==> config.mk <==
export PLATFORM = sky130hd
export DESIGN_NAME = opdec8
export DESIGN_NICKNAME = d
export VERILOG_FILES = /design/src/rtl/opdec8.sv
export SDC_FILE = /design/constraint.sdc
export NUM_CORES = 1
export LEC_CHECK = 0
export BUFFER_PORTS_ARGS = -buffer_cell sky130_fd_sc_hd__buf_2
export CORE_AREA = 2 2 39 41
export DETAILED_ROUTE_END_ITERATION = 8
export DIE_AREA = 0 0 41 43
export REMOVE_ABC_BUFFERS = 1
export SYNTH_ARGS = -nofsm -noshare
export SYNTH_HDL_FRONTEND = slang
export SYNTH_SLANG_ARGS = --single-unit
==> constraint.sdc <==
create_clock -name vclk -period 0.81
set_clock_uncertainty 0.15 [all_clocks]
set_input_delay 0.0405 -clock vclk [all_inputs]
set_output_delay 0.0405 -clock vclk [all_outputs]
set_load 0.02 [all_outputs]
==> src/rtl/opdec8.sv <==
module opdec8 (
  input  logic [7:0] opcode_i,
  output logic [2:0] op_class_o,
  output logic [2:0] alu_fn_o,
  output logic       use_carry_o,
  output logic [2:0] src_reg_o,
  output logic [2:0] dst_reg_o,
  output logic       imm_o,
  output logic       direct_o,
  output logic [1:0] len_o,
  output logic       unimpl_o
);
  localparam logic [2:0] CLS_NOP       = 3'd0;
  localparam logic [2:0] CLS_MOVE_IMM  = 3'd1;
  localparam logic [2:0] CLS_ALU_REG   = 3'd2;
  localparam logic [2:0] CLS_ALU_IMM   = 3'd3;
  localparam logic [2:0] CLS_LOAD_IND  = 3'd4;
  localparam logic [2:0] CLS_STORE_IND = 3'd5;
  localparam logic [2:0] CLS_LOAD_DIR  = 3'd6;
  localparam logic [2:0] CLS_STORE_DIR = 3'd7;
  localparam logic [2:0] REG_ACC       = 3'd7;
  localparam logic [2:0] PAIR_BC       = 3'd0;
  localparam logic [2:0] PAIR_DE       = 3'd2;

  logic [1:0] grp;
  logic [2:0] mid, low;
  logic       is_alu;

  assign grp = opcode_i[7:6];
  assign mid = opcode_i[5:3];
  assign low = opcode_i[2:0];

  always_comb begin
    op_class_o = CLS_NOP;
    alu_fn_o   = 3'd0;
    src_reg_o  = 3'd0;
    dst_reg_o  = 3'd0;
    imm_o      = 1'b0;
    direct_o   = 1'b0;
    len_o      = 2'd1;
    unimpl_o   = 1'b0;
    if (opcode_i == 8'h00) begin
      op_class_o = CLS_NOP;
    end else if (grp == 2'b00 && low == 3'b110) begin
      op_class_o = CLS_MOVE_IMM;
      dst_reg_o  = mid;
      imm_o      = 1'b1;
      len_o      = 2'd2;
    end else if (grp == 2'b10) begin
      op_class_o = CLS_ALU_REG;
      alu_fn_o   = mid;
      src_reg_o  = low;
      dst_reg_o  = REG_ACC;
    end else if (grp == 2'b11 && low == 3'b110) begin
      op_class_o = CLS_ALU_IMM;
      alu_fn_o   = mid;
      dst_reg_o  = REG_ACC;
      imm_o      = 1'b1;
      len_o      = 2'd2;
    end else begin
      case (opcode_i)
        8'h02: begin op_class_o = CLS_STORE_IND; src_reg_o = REG_ACC; dst_reg_o = PAIR_BC; end
        8'h12: begin op_class_o = CLS_STORE_IND; src_reg_o = REG_ACC; dst_reg_o = PAIR_DE; end
        8'h0A: begin op_class_o = CLS_LOAD_IND;  src_reg_o = PAIR_BC; dst_reg_o = REG_ACC; end
        8'h1A: begin op_class_o = CLS_LOAD_IND;  src_reg_o = PAIR_DE; dst_reg_o = REG_ACC; end
        8'h32: begin
          op_class_o = CLS_STORE_DIR;
          src_reg_o  = REG_ACC;
          direct_o   = 1'b1;
          len_o      = 2'd3;
        end
        8'h3A: begin
          op_class_o = CLS_LOAD_DIR;
          dst_reg_o  = REG_ACC;
          direct_o   = 1'b1;
          len_o      = 2'd3;
        end
        default: unimpl_o = 1'b1;
      endcase
    end
  end

  assign is_alu      = (op_class_o == CLS_ALU_REG) || (op_class_o == CLS_ALU_IMM);
  assign use_carry_o = is_alu && (alu_fn_o == 3'd1 || alu_fn_o == 3'd3);
endmodule


==> metrics.txt, run 1 <==
outcome complete, but fails checks; failing checks setup timing; sequential area share after synthesis 0; Worst setup SP type input port; DR WL/cell 13.0 um; WHS Path Cells 4; Die X 41 um; Period minus WS final 1.20 ns; gr ovfl total 0; # rows 14; hold endpoint src_reg_o[0]; Worst Path Buf+Inv 2; Comb pwr share 1.000; Via density 4.92; initial DRC count 2; first-pass GRT wire length 2.17 mm; sequential power share 0; post-route cell area 868 sq um; layout cells sized above 1 0.835; top cells by area, synth nand2_1 9.5%, a211oi_2 7.9%, nor4_2 7.9%; setup violators final 18; Avg Inst Size Synth 6.43 sq um; pre-CTS WS -0.449 ns; Crit. Startpoint opcode_i[5]; vias post-DR 526; Port Buf Inserts 26; Final Hold Fails 0; period utilization 1.49; fillers 121; Yosys cell types 24; Die Y 43 um; post-route setup slack -0.393 ns; CTS Hold Buffers Added 0; leakage 0.415 nW; crit path cell chain buf_8 > nor4_4 > a32oi_2 > nor2_2 > a21oi_1 > buf_4; post-synth top area share 0.0952; most common cell in the netlist nand2_1; Crit Path Max Fanout 3; RSZ-0062 raised after global routing yes; most frequent cells after synthesis 8 x nand2_1, 5 x nor2_1, 4 x a21oi_1, 4 x inv_1; CP endpoint kind output pin; final WL 1.40 mm; count of clock buffers in the final design 0; Max Clock Freq 0.831 GHz; die area 1760 sq um; Critical Path RT 0.62 ns; CP arrival 1.01 ns; Sw Pwr 0.000229 W; DP Area 558 sq um; kind of cell adding the most delay to the critical path simple AND/OR/NAND/NOR gates; Hold WS 0.242 ns; number of remaining DRC errors 0; Hold Path Origin opcode_i[0]; final setup TNS -4.91 ns; Ys Warns 0; initial core utilization 0.228; Worst-Margin Slew 0.272 ns; Max Cap Viol 0; GP Congestion 0.817; Slew headroom 0.817; internal power consumption 0.000252 W; Sw Share 0.476; Nets 101; Clock Power Share 0; CP max stage cell nor4_4; sequential cell area 0 sq um; cell accounting for the most synthesized area nand2_1; Post-Syn Instances 49; Detail Placement HPWL 836 um; worst vdd ir 0.000306 V; Post-DRT Antenna Nets 0; number of inserted diodes 0; Layout area overhead 175%; synthesized area 315 sq um; core box area 1380 sq um; vias in the first global route 493; largest net degree at the start of global routing 9; DR pass1 iterations 2; gr usage total 0.168; Power Density 554 nW/um^2; Setup Crit Path Kind input port to output pin; initial antenna violation count 0; critical path's largest stage delay 0.31 ns; Hold WC Path Type input port to output pin; IO Pins 26; Pins Over Slew Limit 0; Seq cells 0
-- worst max path at each step --
stage          cells after the start             to  slack [ns]
2_1_floorplan                      4   dst_reg_o[1]       -0.24
3_3_place_gp                       6  op_class_o[0]       -0.41
3_5_place_dp                       6   dst_reg_o[2]       -0.45
4_1_cts                            6   dst_reg_o[2]       -0.40
5_1_grt                            6   dst_reg_o[0]       -0.44
6_report                           6   dst_reg_o[0]       -0.39
-- worst min-delay path, delay by kind of cell --
| family | cells | cell delay (ns) |
|---|---|---|
| buffers and inverters | 2 | 0.19 |
| AND/OR/NAND/NOR | 2 | 0.12 |
-- cell type report --
cell class | instances | area, sq um | area share
timing repair buffer | 43 | 417 | 0.480
multi-input combinational | 44 | 417 | 0.480
inverter | 4 | 15.0 | 0.0173
tap | 16 | 20.0 | 0.0231
-- placed cells by master, fill, tap and decap left out, drive strengths merged --
master,netlist,final
nand3,2,2
a21oi,5,5
nor2b,3,3
a31o,1,1
nand3b,1,1
a211oi,2,2
buf,1,43
nor3,3,3
nand4b,1,1
o21bai,1,1
inv,4,4
nand2b,3,3
and2,3,3
a32oi,1,1
nand2,8,8
nor2,6,6
and3,1,1
nor4,2,2
o21ai,1,1
-- logic make-up after synthesis --
| family | synth area share |
|---|---|
| buf+inv | 0.0635 |
| compound gates | 0.306 |
| simple gates | 0.631 |
-- repair_timing --
action,CTS,global route
resized for setup,62,16
gates cloned,0,0
setup endpoints to repair,18,18
pin swaps,13,9
buffers inserted,3,1
endpoints found under the hold margin,0,0
-- routing by layer --
layer / GRT usage / up-vias / wire length [um]
met3: 0.0105 / 4 / 61
met5: 0 / - / 0
met1: 0.225 / 244 / 516
met4: 0 / 0 / 29
met2: 0.297 / 18 / 787
li1: - / 260 / -
-- power by group through the flow --
stage	logic, W	registers (W)	clock network, W
final	0.000481	0	0
after floorplan	0.000162	0	0
after detailed placement	0.000312	0	0
after CTS	0.000439	0	0
after global routing	0.000512	0	0
after global placement	0.000310	0	0
-- metrics by stage --
step,power [W],std cells,util
finish,0.000481,107,0.627
global route,0.000512,107,0.627
CTS,0.000439,106,0.579
detailed placement,0.000312,103,0.403
global placement,0.000310,103,0.403
floorplan,0.000162,48,-
No activity file was read; power rests on OpenSTA's default activity.
==> run 2: changes to the inputs <==
REMOVE_ABC_BUFFERS = not set   (was 1)
==> run 2 against run 1 <==
Compared with the run above: the flow still finishes with violations (setup timing); core utilization up 4.3 points; design area up 6.9%; maximum frequency up 2.4%; worst hold slack better by 0.032 ns; combinational power up 6.7%.
==> metrics.txt, run 2 (synthesized netlist as in run 1, its figures left out) <==
worst vdd ir 0.000253 V; internal power consumption 0.000277 W; number of inserted diodes 0; initial core utilization 0.228; Via density 4.76; Max Cap Viol 0; DR pass1 iterations 4; post-route cell area 928 sq um; Die X 41 um; CP max stage cell nor4_4; Pins Over Slew Limit 0; final WL 1.32 mm; crit path cell chain buf_8 > nor4_4 > nand2_1 > a211oi_4 > buf_6; gr ovfl total 0; core box area 1380 sq um; Worst-Margin Slew 0.267 ns; Slew headroom 0.821; placed cell count 105; period utilization 1.45; RSZ-0062 raised after global routing yes; first-pass GRT wire length 2.19 mm; largest net degree at the start of global routing 9; IO Pins 26; commonest non-fill, non-tap cell in the layout buf_6; CP endpoint kind output pin; Final Hold Fails 0; sequential power share 0; CTS Hold Buffers Added 0; Post-DRT Antenna Nets 0; DR WL/cell 12.1 um; outcome complete, but fails checks; setup violators final 18; Sw Share 0.460; Layout area overhead 194%; count of clock buffers in the final design 0; number of remaining DRC errors 0; GP Congestion 0.752; Crit Path Max Fanout 3; sequential cell area 0 sq um; die area 1760 sq um; Critical Path RT 0.62 ns; Max Clock Freq 0.851 GHz; CP arrival 0.98 ns; Final Instance Count excl. Fillers 109; initial DRC count 4; failing checks setup timing; Comb pwr share 1.000; Hold WC Path Type input port to output pin; vias in the first global route 507; post-route setup slack -0.364 ns; DP Area 691 sq um; gr usage total 0.172; initial antenna violation count 0; Period minus WS final 1.17 ns; leakage 0.430 nW; Clock Power Share 0; Power Density 552 nW/um^2; vias post-DR 519; Sw Pwr 0.000236 W; commonest cells after routing, fill and taps aside 21 x buf_6, 16 x buf_4, 5 x nand2_1; Seq cells 0; # rows 14; layout cells sized above 1 0.817; syn nets 57; Nets 103; Worst setup SP type input port; Setup Crit Path Kind input port to output pin; critical path's largest stage delay 0.30 ns; Port Buf Inserts 26; Detail Placement HPWL 935 um; Die Y 43 um
==> run 2: cell types whose count changed in the layout (fill, tap and decap cells not counted), sizes merged <==
cell,before,now
buf,43,45
==> run 2: path summary, 6_finish.rpt <==
kind	endpoint	cells past startpoint	slack (ns)	startpoint
setup / recovery	dst_reg_o[1]	5	-0.36	opcode_i[5]
hold / removal	src_reg_o[0]	4	0.27	opcode_i[0]
==> run 2: metal layers <==
metal | share of wire | up-vias | GRT usage
met5 | 0 | - | 0
met4 | 0 | 0 | 0
met3 | 0.045 | 0 | 0
met2 | 0.59 | 18 | 0.334
met1 | 0.36 | 240 | 0.207
li1 | - | 261 | -
==> run 2: power groups by stage <==
stage	logic (W)	registers (W)	clock network, W
3_5_place_dp	0.000382	0	0
4_1_cts	0.000498	0	0
2_1_floorplan	0.000224	0	0
6_report	0.000513	0	0
3_3_place_gp	0.000378	0	0
5_1_grt	0.000547	0	0
==> run 2: what timing repair did <==
item / CTS / global route
setup buffers: 4 / 0
endpoints found under the setup margin: 18 / 18
pin swaps: 14 / 4
resized for setup: 57 / 4
==> run 2: through the flow <==
step                power (W)  hold slack, ns  utilization  setup TNS [ns]  setup slack (ns)
floorplan            0.000224          0.0619            -           -1.45            -0.176
global placement     0.000378           0.355        0.499           -6.60            -0.465
detailed placement   0.000382           0.352        0.499           -6.80            -0.489
CTS                  0.000498           0.267        0.662           -5.14            -0.395
global route         0.000547           0.296        0.671           -5.84            -0.414
finish               0.000513           0.274        0.671           -5.12            -0.364
==> run 2: layout make-up <==
type | count | area [sq um]
fill | 116 | 455
inverter | 4 | 15.0
multi-input combinational | 44 | 442
tap | 16 | 20.0
timing repair buffer | 45 | 452
==> run 2: worst max-delay path: cells and delay by family <==
kind                   cells  cell delay, ns
buffers and inverters      2            0.24
AOI/OAI and AO/OA          1            0.25
and+or+nand+nor            2            0.44
==> run 3: changes to the inputs <==
CORE_AREA = 8 8 45 47   (was 2 2 39 41)
DIE_AREA = 0 0 53 55   (was 0 0 41 43)
==> run 3 against run 2 <==
Compared with the run above: the run still ends with setup timing left; first-iteration DRC count is the same; via count is 0.77% higher; setup slack lost 0.0054 ns; sequential share of layout area unchanged; power rose by 7.8%; flip-flop and latch count is the same; critical endpoint unchanged.
==> metrics.txt, run 3 (synthesized netlist as in run 1, its figures left out) <==
outcome complete, but fails checks; failing checks setup timing; Critical Path RT 0.62 ns; setup violators final 18; core box area 1380 sq um; Seq cells 0; critical path capture point dst_reg_o[1]; DR WL/cell 14.9 um; Crit. Startpoint opcode_i[6]; commonest cells after routing, fill and taps aside 22 x buf_6, 14 x buf_4, 4 x nor2_4, 4 x nand2_1; placed cell count 105; vias post-DR 523; initial core utilization 0.228; Port Buf Inserts 26; Die Y 55 um; count of clock buffers in the final design 0; largest net degree at the start of global routing 9; Max Clock Freq 0.848 GHz; worst vdd ir 0.000263 V; initial DRC count 4; Crit Path Max Fanout 6; Nets 102; Detail Placement HPWL 1.10 mm; # rows 14; DR pass1 iterations 4; Final Hold Fails 0; Worst setup SP type input port; post-route cell area 982 sq um; Post-DRT Antenna Nets 0; CP arrival 0.99 ns; Power Density 562 nW/um^2; IO Pins 26; Worst-Margin Slew 0.280 ns; met1 usage 0.108; number of inserted diodes 0; Slew headroom 0.812; first-pass GRT wire length 2.40 mm; Pins Over Slew Limit 0; leakage 0.435 nW; gr usage total 0.103; vias in the first global route 548; syn nets 57; busiest grt layer met2; commonest non-fill, non-tap cell in the layout buf_6; layout cells sized above 1 0.859; Hold WC Path Type input port to output pin; GP Congestion 0.765; DP Area 691 sq um; RSZ-0062 raised after global routing yes; post-route setup slack -0.370 ns; Max Cap Viol 0; Setup Crit Path Kind input port to output pin; final core utilization 0.710; CP endpoint kind output pin; final WL 1.61 mm; Final Instance Count excl. Fillers 108; period utilization 1.46; gr ovfl total 0; Period minus WS final 1.18 ns; met3 usage 0.00802; number of remaining DRC errors 0; Layout area overhead 212%; Hold WS 0.265 ns; Die X 53 um; initial antenna violation count 0; Via density 4.84; GR Util met2 0.221; pre-CTS WS -0.484 ns; sequential cell area 0 sq um; die area 2920 sq um
-- run 3: what timing repair did --
action                     4_1_cts  5_1_grt
setup endpoints to repair       18       18
resized for setup               69        4
setup buffers                    3        0
hold buffers                     0        0
pin swaps                       17        6
-- run 3: area by class of cell --
class / instances / area, sq um
fill: 100 / 402
timing repair buffer: 44 / 453
tap: 16 / 20.0
inverter: 4 / 15.0
multi-input combinational: 44 / 494
-- run 3: power by group --
part | internal, W | switching (W) | total, W
Clock | 0 | 0 | 0
Combinational | 0.000291 | 0.000261 | 0.000552
Sequential | 0 | 0 | 0
-- run 3: per-stage QoR --
step           total power [W]  TNS [ns]
2_1_floorplan         0.000224     -1.45
3_3_place_gp          0.000382     -6.59
3_5_place_dp          0.000385     -6.75
4_1_cts               0.000533     -5.12
5_1_grt               0.000579     -5.92
6_report              0.000552     -5.20
-- run 3: layer usage --
| layer | routed length (um) | vias to the layer above | part of all wire |
|---|---|---|---|
| met5 | 0 | - | 0 |
| met4 | 0 | 0 | 0 |
| met1 | 591 | 246 | 0.37 |
| met3 | 112 | 0 | 0.070 |
| li1 | - | 259 | - |
| met2 | 906 | 18 | 0.56 |
-- run 3: worst max-delay path: stages --
cell      delay (ns)
buf_12          0.12
nor4_4          0.32
nand2_1         0.14
a211oi_4        0.22
buf_6           0.14
-- run 3: worst min-delay path by stage --
stage / startpoint / to / slack, ns / cells past startpoint
floorplan: opcode_i[5] / direct_o / 0.06 / 2
detailed placement: opcode_i[1] / src_reg_o[1] / 0.36 / 4
finish: opcode_i[0] / src_reg_o[0] / 0.26 / 4
global placement: opcode_i[0] / src_reg_o[0] / 0.36 / 4
CTS: opcode_i[1] / src_reg_o[1] / 0.27 / 4
global route: opcode_i[1] / src_reg_o[1] / 0.28 / 4
